--- config.mk ---
export PLATFORM = sky130hd
export DESIGN_NAME = div10_pipe
export DESIGN_NICKNAME = d
export VERILOG_FILES = /design/src/rtl/div10_pkg.sv /design/src/rtl/div10_seed.sv /design/src/rtl/div10_refine.sv /design/src/rtl/div10_fix.sv /design/src/rtl/div10_pipe.sv
export SDC_FILE = /design/constraint.sdc
export NUM_CORES = 1
export LEC_CHECK = 0
export BUFFER_PORTS_ARGS = -buffer_cell sky130_fd_sc_hd__buf_2
export CORE_MARGIN = 2
export CORE_UTILIZATION = 60
export CTS_BUF_LIST = sky130_fd_sc_hd__clkbuf_2
export DETAILED_ROUTE_END_ITERATION = 16
export HOLD_SLACK_MARGIN = 0.08
export PLACE_DENSITY = 0.9
export RECOVER_POWER = 100
export SLEW_MARGIN = 20
export SYNTH_ARGS = -nofsm -noshare
export SYNTH_HDL_FRONTEND = slang
export SYNTH_HIERARCHICAL = 1
export SYNTH_SLANG_ARGS = --single-unit
--- constraint.sdc ---
create_clock -name clk -period 3.25 [get_ports clk]
set_clock_uncertainty 0.15 [all_clocks]
set_input_delay 0.1625 -clock clk [delete_from_list [all_inputs] [get_ports clk]]
set_output_delay 0.1625 -clock clk [all_outputs]
set_load 0.01 [all_outputs]
--- src/rtl/div10_pkg.sv ---
package div10_pkg;

    // Default operand width.
    parameter int unsigned DIV_W_DEF = 32;

    // Constant divisor and remainder width.
    localparam int unsigned DIVISOR = 10;
    localparam int unsigned REM_W   = 4;

    // A remainder estimate stays below twice the divisor: one extra bit.
    localparam int unsigned REM_EST_W = REM_W + 1;

    // Number of doubling refinement steps: shifts 4, 8, 16, ... below width.
    function automatic int unsigned refine_steps(input int unsigned width);
        return $clog2(width) - 2;
    endfunction

endpackage

--- src/rtl/div10_seed.sv ---
module div10_seed
    import div10_pkg::*;
#(
    parameter int unsigned W = DIV_W_DEF
) (
    input  logic         clk,
    input  logic         rst,
    input  logic         in_valid,
    input  logic [W-1:0] in_num,
    output logic         out_valid,
    output logic [W-1:0] out_num,
    output logic [W-1:0] out_part
);

    logic [W-1:0] seed_val;

    // Three quarters of the operand starts the eight-tenths estimate.
    always_comb begin
        seed_val = (in_num >> 1) + (in_num >> 2);
    end

    always_ff @(posedge clk) begin
        if (rst) begin
            out_valid <= 1'b0;
        end else begin
            out_valid <= in_valid;
        end
    end

    always_ff @(posedge clk) begin
        out_num  <= in_num;
        out_part <= seed_val;
    end

endmodule

--- src/rtl/div10_refine.sv ---
module div10_refine
    import div10_pkg::*;
#(
    parameter int unsigned W     = DIV_W_DEF,
    parameter int unsigned SHIFT = 4
) (
    input  logic         clk,
    input  logic         rst,
    input  logic         in_valid,
    input  logic [W-1:0] in_num,
    input  logic [W-1:0] in_part,
    output logic         out_valid,
    output logic [W-1:0] out_num,
    output logic [W-1:0] out_part
);

    logic [W-1:0] grown;

    // Doubles the number of correct fraction bits in the estimate.
    always_comb begin
        grown = in_part + (in_part >> SHIFT);
    end

    always_ff @(posedge clk) begin
        if (rst) begin
            out_valid <= 1'b0;
        end else begin
            out_valid <= in_valid;
        end
    end

    always_ff @(posedge clk) begin
        out_num  <= in_num;
        out_part <= grown;
    end

endmodule

--- src/rtl/div10_fix.sv ---
module div10_fix
    import div10_pkg::*;
#(
    parameter int unsigned W = DIV_W_DEF
) (
    input  logic             clk,
    input  logic             rst,
    input  logic             in_valid,
    input  logic [W-1:0]     in_num,
    input  logic [W-1:0]     in_part,
    output logic             out_valid,
    output logic [W-1:0]     out_quot,
    output logic [REM_W-1:0] out_rem
);

    // Stage A: estimate the quotient and the remainder it leaves.
    logic [W-1:0]         est_q;
    logic [W-1:0]         est_back;
    logic [W-1:0]         est_diff;
    logic                 a_valid;
    logic [W-1:0]         a_quot;
    logic [REM_EST_W-1:0] a_rem;

    always_comb begin
        est_q    = in_part >> 3;
        est_back = (est_q << 3) + (est_q << 1);
        est_diff = in_num - est_back;
    end

    always_ff @(posedge clk) begin
        if (rst) begin
            a_valid <= 1'b0;
        end else begin
            a_valid <= in_valid;
        end
    end

    always_ff @(posedge clk) begin
        a_quot <= est_q;
        a_rem  <= REM_EST_W'(est_diff);
    end

    // Stage B: fold one surplus divisor back into the quotient.
    logic                 over;
    logic [W-1:0]         fix_quot;
    logic [REM_EST_W-1:0] fix_rem;

    always_comb begin
        over = (a_rem >= REM_EST_W'(DIVISOR));
        if (over) begin
            fix_quot = a_quot + W'(1);
            fix_rem  = a_rem - REM_EST_W'(DIVISOR);
        end else begin
            fix_quot = a_quot;
            fix_rem  = a_rem;
        end
    end

    always_ff @(posedge clk) begin
        if (rst) begin
            out_valid <= 1'b0;
        end else begin
            out_valid <= a_valid;
        end
    end

    always_ff @(posedge clk) begin
        out_quot <= fix_quot;
        out_rem  <= REM_W'(fix_rem);
    end

endmodule

--- src/rtl/div10_pipe.sv ---
module div10_pipe
    import div10_pkg::*;
#(
    parameter int unsigned DATA_W = DIV_W_DEF
) (
    input  logic              clk,
    input  logic              rst,
    input  logic              op_valid,
    input  logic [DATA_W-1:0] op_data,
    output logic              res_valid,
    output logic [DATA_W-1:0] res_quot,
    output logic [REM_W-1:0]  res_rem
);

    localparam int unsigned NREF    = refine_steps(DATA_W);
    // Seed, refinements, estimate/remainder, correction.
    localparam int unsigned LATENCY = NREF + 3;

    logic              v_chain    [NREF+1];
    logic [DATA_W-1:0] num_chain  [NREF+1];
    logic [DATA_W-1:0] part_chain [NREF+1];

    div10_seed #(.W(DATA_W)) u_seed (
        .clk      (clk),
        .rst      (rst),
        .in_valid (op_valid),
        .in_num   (op_data),
        .out_valid(v_chain[0]),
        .out_num  (num_chain[0]),
        .out_part (part_chain[0])
    );

    for (genvar i = 0; i < NREF; i++) begin : g_refine
        div10_refine #(.W(DATA_W), .SHIFT(4 << i)) u_refine (
            .clk      (clk),
            .rst      (rst),
            .in_valid (v_chain[i]),
            .in_num   (num_chain[i]),
            .in_part  (part_chain[i]),
            .out_valid(v_chain[i+1]),
            .out_num  (num_chain[i+1]),
            .out_part (part_chain[i+1])
        );
    end

    div10_fix #(.W(DATA_W)) u_fix (
        .clk      (clk),
        .rst      (rst),
        .in_valid (v_chain[NREF]),
        .in_num   (num_chain[NREF]),
        .in_part  (part_chain[NREF]),
        .out_valid(res_valid),
        .out_quot (res_quot),
        .out_rem  (res_rem)
    );

endmodule

==> qor.txt, run 1 <==
Largest vdd supply drop -> 0.0004343 V
Die boundary width -> 141.6 µm
Share of post-route cells with drive strength above 1 -> 0.1287
Critical path data required time -> 3.80 ns
Highest clock frequency the design can meet -> 302.2 MHz
Antenna fix cells -> 0
Rel. slew slack -> -0.04825
Worst Hold Launch -> g_refine[0].u_refine/out_num[1]
Top library cells by usage in the layout, fill and taps aside -> sky130_fd_sc_hd__dfxtp_1 (219), sky130_fd_sc_hd__a21oi_1 (108), sky130_fd_sc_hd__ha_1 (106), sky130_fd_sc_hd__nand2_1 (95), sky130_fd_sc_hd__xnor2_1 (79)
Total number of placement rows -> 50
Worst-path clk slew -> 0.09 ns
CTS Buf Count -> 50
Count of endpoints failing setup in the final report -> 3
Die outline height -> 141.6 µm
Violations in the final reports -> max-capacitance violations, max-slew violations, negative setup slack
Post-detailed-route count of antenna-violating nets -> 0
Vias -> 9273
I/O Pins -> 72
Min setup slack post-route -> -0.05926 ns
Worst Setup Start Kind -> input pin
Maximum number of pins on one net before global-route repair -> 24
First-pass iteration count of the detailed router -> 5
Hold Vio Cnt, Final -> 0
Most common cell after layout, fill and taps aside -> sky130_fd_sc_hd__dfxtp_1
Area of the die -> 0.02006 mm²
Remaining design rule violation count -> 0
Status -> finished, violations left
Worst setup path category -> input pin to register
Number of antenna violations at the first check in global routing -> 0
Mean area per synthesized cell -> 9.698 µm²
Total power after layout -> 14120 µW
Count of port buffers added during placement -> 69
Violation count after the first detailed-route iteration -> 488
R2R Path Start -> u_seed/out_part[4]
Detailed-route vias per instance -> 5.763
Core area -> 0.01864 mm²
Arr. time, crit path -> 3.86 ns
Total negative slack for setup checks -> -0.1255 ns
Power density cells -> 1080 mW/mm²
Half-perimeter wire length after placement -> 17.30 mm
Most used cell along the critical path -> sky130_fd_sc_hd__dlygate4sd3_1
Number of max-cap violations -> 1
Critical Path, Cell by Cell -> dlygate4sd3_1, clkbuf_1, dlygate4sd3_1, ha_2, a211o_1, a21oi_4, a21oi_2, o41ai_4, buf_4, o31ai_4, a221oi_2, xnor2_1, dlygate4sd3_1
Post-route fraction of the period consumed by the critical path -> 1.018
Cell at the root of the clock tree -> sky130_fd_sc_hd__clkbuf_2
Worst setup path startpoint -> op_data[2]
Routability-driven placement congestion ratio -> 0.9651
Count of clock tree sinks -> 219
CTS tree -> yes
CP peak stage delay -> 0.60 ns
Post-synthesis instance area -> 0.01137 mm²
Level count of the clock H-tree -> 2
Setup repair after global routing missed its margin -> yes
Max FO, Critical Path -> 4
Cell count after synthesis -> 1172
Actual transition at the worst max-transition pin -> 1.572 ns
Minimum setup slack among reg-to-reg paths -> 0.32 ns
Synth-to-Final Area Change -> 14.97%
Leakage component of the power -> 0.005695 µW
Utilization after layout -> 0.7009
Final layout net count -> 1487
Min-delay worst type -> register to register
Routed wire length -> 24.54 mm
Pre-CTS setup slack -> 0.3907 ns
Synth Warn # -> 6
Initial Utilization -> 0.6097
All-layer global routing usage -> 0.2408
Clock insertion delay at the later pin of the skew report -> 0.77 ns
Wire length of the first global-routing pass -> 40.17 mm
Vias in the first global route -> 9089
Max Buffers Root-to-Sink -> 3
Overflow after GRT -> 0
Final routed wire length divided by cell count -> 15.25 µm
Kind of end point of the critical path -> register
Slowest stage cell on the critical path -> sky130_fd_sc_hd__dlygate4sd3_1
Post-layout min period -> 3.309 ns
Max-slew violation count -> 24
==> stage by stage <==
stage          std cells  hold slack [ns]  instance area [µm²]
2_1_floorplan       1173          0.04022                11370
3_3_place_gp        1451           0.1160                11850
3_5_place_dp        1451           0.1166                11850
4_1_cts             1606          0.09213                13060
5_1_grt             1609           0.1722                13070
6_report            1609           0.1709                13070
==> state kept, by name, indices dropped and copies added, names as in the netlist <==
| signal | count |
|---|---|
| u_fix/out_valid | 1 |
| g_refine.u_refine/out_valid | 3 |
| u_seed/out_num | 5 |
| g_refine.u_refine/out_num | 15 |
| u_seed/out_valid | 1 |
| u_fix/a_valid | 1 |
| u_fix/a_rem | 5 |
| u_fix/out_rem | 4 |
| u_seed/out_part | 32 |
| u_fix/out_quot | 30 |
| g_refine.u_refine/out_part | 93 |
| u_fix/a_quot | 29 |
==> cell type report <==
| cell class | instances | area, µm² |
|---|---|---|
| multi-input cells | 902 | 6754 |
| clock inverters | 13 | 156.4 |
| flip-flops and latches | 219 | 4384 |
| inverters | 24 | 90.09 |
| repair buffers | 143 | 1020 |
| well taps | 234 | 292.8 |
| clock buffers | 74 | 370.4 |
| fillers | 1411 | 5575 |
==> worst max-delay path, delay by kind of cell <==
kind	cells	cell delay, ns
buffers and inverters	5	2.01
adder cells (fa/ha/maj)	1	0.21
XOR/XNOR	1	0.14
AO/OA/AOI/OAI	6	1.32
==> where the power goes <==
part,switching [µW],total [µW],internal (µW)
sequential,816,4750,3940
clock,984,1900,920
combinational,4240,7460,3210
==> path summary, 6_finish.rpt <==
kind | endpoint | depth (start not counted)
max | u_seed/out_part[25] | 13
max reg2reg | g_refine[0].u_refine/out_part[28] | 9
min | g_refine[1].u_refine/out_num[1] | 0
min reg2reg | g_refine[1].u_refine/out_num[1] | 0
==> metal layers <==
metal / up-vias / track usage / wire length (µm)
li1: 4622 / - / -
met1: 4226 / 0.2511 / 9581
met2: 336 / 0.4635 / 12590
met3: 89 / 0.04219 / 1236
met4: 0 / 0.1174 / 1130
met5: - / 0 / 0
==> repair_timing <==
item / CTS / global route
setup buffers: 0 / 3
setup endpoints to repair: 0 / 11
gates resized for setup: 0 / 6
hold buffers: 68 / 2
endpoints found under the hold margin: 43 / 2
(Power assumes the default switching activity.)
==> inputs of run 2 (changes only) <==
--- a/config.mk
+++ b/config.mk
@@ -13,6 +13,7 @@
 export HOLD_SLACK_MARGIN = 0.08
 export PLACE_DENSITY = 0.9
 export RECOVER_POWER = 100
+export REMOVE_ABC_BUFFERS = 1
 export SLEW_MARGIN = 20
 export SYNTH_ARGS = -nofsm -noshare
 export SYNTH_HDL_FRONTEND = slang
==> qor.txt, run 2 (synthesis results as in run 1) <==
Clock share of power -> 0.124 (-0.011)
Worst setup path startpoint -> op_data[15]
Most used cell along the critical path -> sky130_fd_sc_hd__dlygate4sd3_1
Reg2reg end -> g_refine[0].u_refine/out_part[28]
Die boundary width -> 141.6 µm (unchanged)
First-pass iteration count of the detailed router -> 7 (+2)
Violation count after the first detailed-route iteration -> 483 (-1.0%)
Switching component of the power -> 6109 µW (+1.1%)
Kind of end point of the critical path -> register
Minimum setup slack among reg-to-reg paths -> 0.26 ns (-0.06 ns)
Die outline height -> 141.6 µm (unchanged)
Total number of placement rows -> 50 (unchanged)
Largest register FFs -> 93 (unchanged)
Leakage component of the power -> 0.005709 µW (+0.24%)
CTS Buf Count -> 52 (+4.0%)
CTS tree -> yes
Number of max-cap violations -> 0 (-1)
Sequential group share of total power -> 0.341 (+0.004)
Power density cells -> 1067 mW/mm² (-1.2%)
Vias in the first global route -> 9334 (+2.7%)
End point of the critical path -> u_seed/out_part[31]
Routed wire length -> 25.66 mm (+4.6%)
Vias -> 9410 (+1.5%)
Number of antenna violations at the first check in global routing -> 1 (+1)
Worst setup path category -> input pin to register
Post-detailed-route count of antenna-violating nets -> 0 (unchanged)
Placed Cells -> 1451 (unchanged)
Level count of the clock H-tree -> 2 (unchanged)
Count of port buffers added during placement -> 69 (unchanged)
Total power after layout -> 14010 µW (-0.73%)
Half-perimeter wire length after placement -> 17.54 mm (+1.4%)
Largest delay contributor family on the critical path -> buffers and inverters
Max Buffers Root-to-Sink -> 3 (unchanged)
Critical Path, Cell by Cell -> dlygate4sd3_1, buf_2, ha_1, dlygate4sd3_1, a21oi_2, o21a_1, o21ai_0, a31oi_2, o31ai_4, a31o_2, a21o_1, dlygate4sd3_1
Count of clock tree sinks -> 219 (unchanged)
Post-layout min period -> 3.288 ns (-0.02077 ns)
Wire length of the first global-routing pass -> 41.30 mm (+2.8%)
Cell-internal power -> 7903 µW (-2.1%)
Violations in the final reports -> negative setup slack
Count of endpoints failing setup in the final report -> 3 (unchanged)
Total buffers and inverters traversed by the critical path -> 4 (-1)
Remaining design rule violation count -> 0 (unchanged)
Clock insertion delay at the later pin of the skew report -> 0.77 ns (about the same)
Cell depth of the worst flop-to-flop path -> 9 (unchanged)
Critical path data required time -> 3.75 ns (-0.05 ns)
Detailed-route vias per instance -> 5.801 (+0.66%)
Overflow after GRT -> 0 (unchanged)
Initial Utilization -> 0.6097 (unchanged)
Logic pwr share -> 0.535 (+0.007)
CP peak stage delay -> 0.67 ns (+0.07 ns)
Min setup slack post-route -> -0.03848 ns (+0.02077 ns)
Hold Vio Cnt, Final -> 0 (unchanged)
Arr. time, crit path -> 3.79 ns (-0.07 ns)
Largest regs -> g_refine.u_refine/out_part x93, u_seed/out_part x32, u_fix/out_quot x30
Largest vdd supply drop -> 0.0004386 V (+0.99%)
Rel. slew slack -> 0.006740 (+0.05499)
Highest clock frequency the design can meet -> 304.1 MHz (+0.63%)
Max-slew violation count -> 0 (-100%)
Final layout net count -> 1498 (+0.74%)
Core area -> 0.01864 mm² (unchanged)
Worst Setup Start Kind -> input pin
R2R Path Start -> u_seed/out_part[4]
Max FO, Critical Path -> 6 (+2)
Cell at the root of the clock tree -> sky130_fd_sc_hd__clkbuf_2
FILL cells -> 1408 (-0.21%)
Most common cell after layout, fill and taps aside -> sky130_fd_sc_hd__dfxtp_1
WP depth -> 12 (-1)
Share of post-route cells with drive strength above 1 -> 0.1283 (-0.0003927)
Largest register by flop count -> g_refine.u_refine/out_part
Worst-path clk slew -> 0.10 ns (about the same)
I/O Pins -> 72 (unchanged)
Area of the die -> 0.02006 mm² (unchanged)
Slowest stage cell on the critical path -> sky130_fd_sc_hd__dlygate4sd3_1
Final Instance Count excl. Fillers -> 1622 (+0.81%)
Maximum number of pins on one net before global-route repair -> 24 (unchanged)
All-layer global routing usage -> 0.2486 (+0.007808)
Final routed wire length divided by cell count -> 15.82 µm (+3.7%)
Sw Share -> 0.4360 (+0.007880)
Top library cells by usage in the layout, fill and taps aside -> sky130_fd_sc_hd__dfxtp_1 (219), sky130_fd_sc_hd__ha_1 (106), sky130_fd_sc_hd__a21oi_1 (105), sky130_fd_sc_hd__nand2_1 (95), sky130_fd_sc_hd__xnor2_1 (79)
Status -> finished, violations left
Synth-to-Final Area Change -> 15.49%
Routability-driven placement congestion ratio -> 0.9393 (-2.7%)
Actual transition at the worst max-transition pin -> 1.490 ns (-0.08249 ns)
Post-route fraction of the period consumed by the critical path -> 1.012 (-0.006391)
Min-delay worst type -> register to register
run 2: how the worst min path moves through the flow:
stage	startpoint	to	slack (ns)	cells past startpoint
3_5_place_dp	op_data[0]	u_seed/out_num[0]	0.12	1
4_1_cts	op_data[5]	u_seed/out_part[3]	0.09	4
2_1_floorplan	op_data[0]	u_seed/out_num[0]	0.04	0
5_1_grt	op_data[5]	u_seed/out_part[3]	0.13	4
3_3_place_gp	op_data[0]	u_seed/out_num[0]	0.12	1
6_report	g_refine[2].u_refine/out_part[15]	u_fix/a_quot[12]	0.17	0
run 2: cell type report:
| cell class | count | area (µm²) | share of cell area |
|---|---|---|---|
| diodes | 1 | 2.502 | 0.0001906 |
| flip-flops and latches | 219 | 4384 | 0.3340 |
| well taps | 234 | 292.8 | 0.02230 |
| repair buffers | 152 | 1104 | 0.08407 |
| multi-input cells | 902 | 6771 | 0.5159 |
| clock inverters | 22 | 141.4 | 0.01077 |
| clock buffers | 68 | 340.3 | 0.02593 |
| inverters | 24 | 90.09 | 0.006863 |
run 2: what timing repair did:
| action | in CTS | in global routing |
|---|---|---|
| endpoints found under the setup margin | 0 | 11 |
| hold buffers | 75 | 3 |
| buffers inserted | 0 | 5 |
| hold endpoints to repair | 43 | 2 |
| gates resized for setup | 0 | 10 |
run 2: layer usage:
layer,vias to the layer above,global-route usage,part of all wire
met5,-,0,0
met4,0,0.1347,0.043
met2,356,0.4824,0.53
met1,4321,0.2490,0.38
met3,91,0.04590,0.047
li1,4642,-,-
run 2: power by group through the flow:
stage	logic (µW)	registers [µW]	clock network, µW
4_1_cts	7420	4750	1820
6_report	7500	4770	1740
2_1_floorplan	5660	4640	0
5_1_grt	8340	4880	1960
3_5_place_dp	7260	4820	0
3_3_place_gp	7080	4770	0
run 2: stage by stage:
stage          utilization  setup TNS [ns]  instance area (µm²)  setup WS, ns  hold slack (ns)
2_1_floorplan            -               0                11190        0.5838          0.04022
6_report            0.7041        -0.06673                13130      -0.03848           0.1693
4_1_cts             0.7019               0                13090       0.03556          0.09157
3_5_place_dp        0.6358               0                11850        0.4097           0.1176
5_1_grt             0.7041        -0.03619                13130      -0.02813           0.1262
3_3_place_gp        0.6358               0                11850        0.4747           0.1158
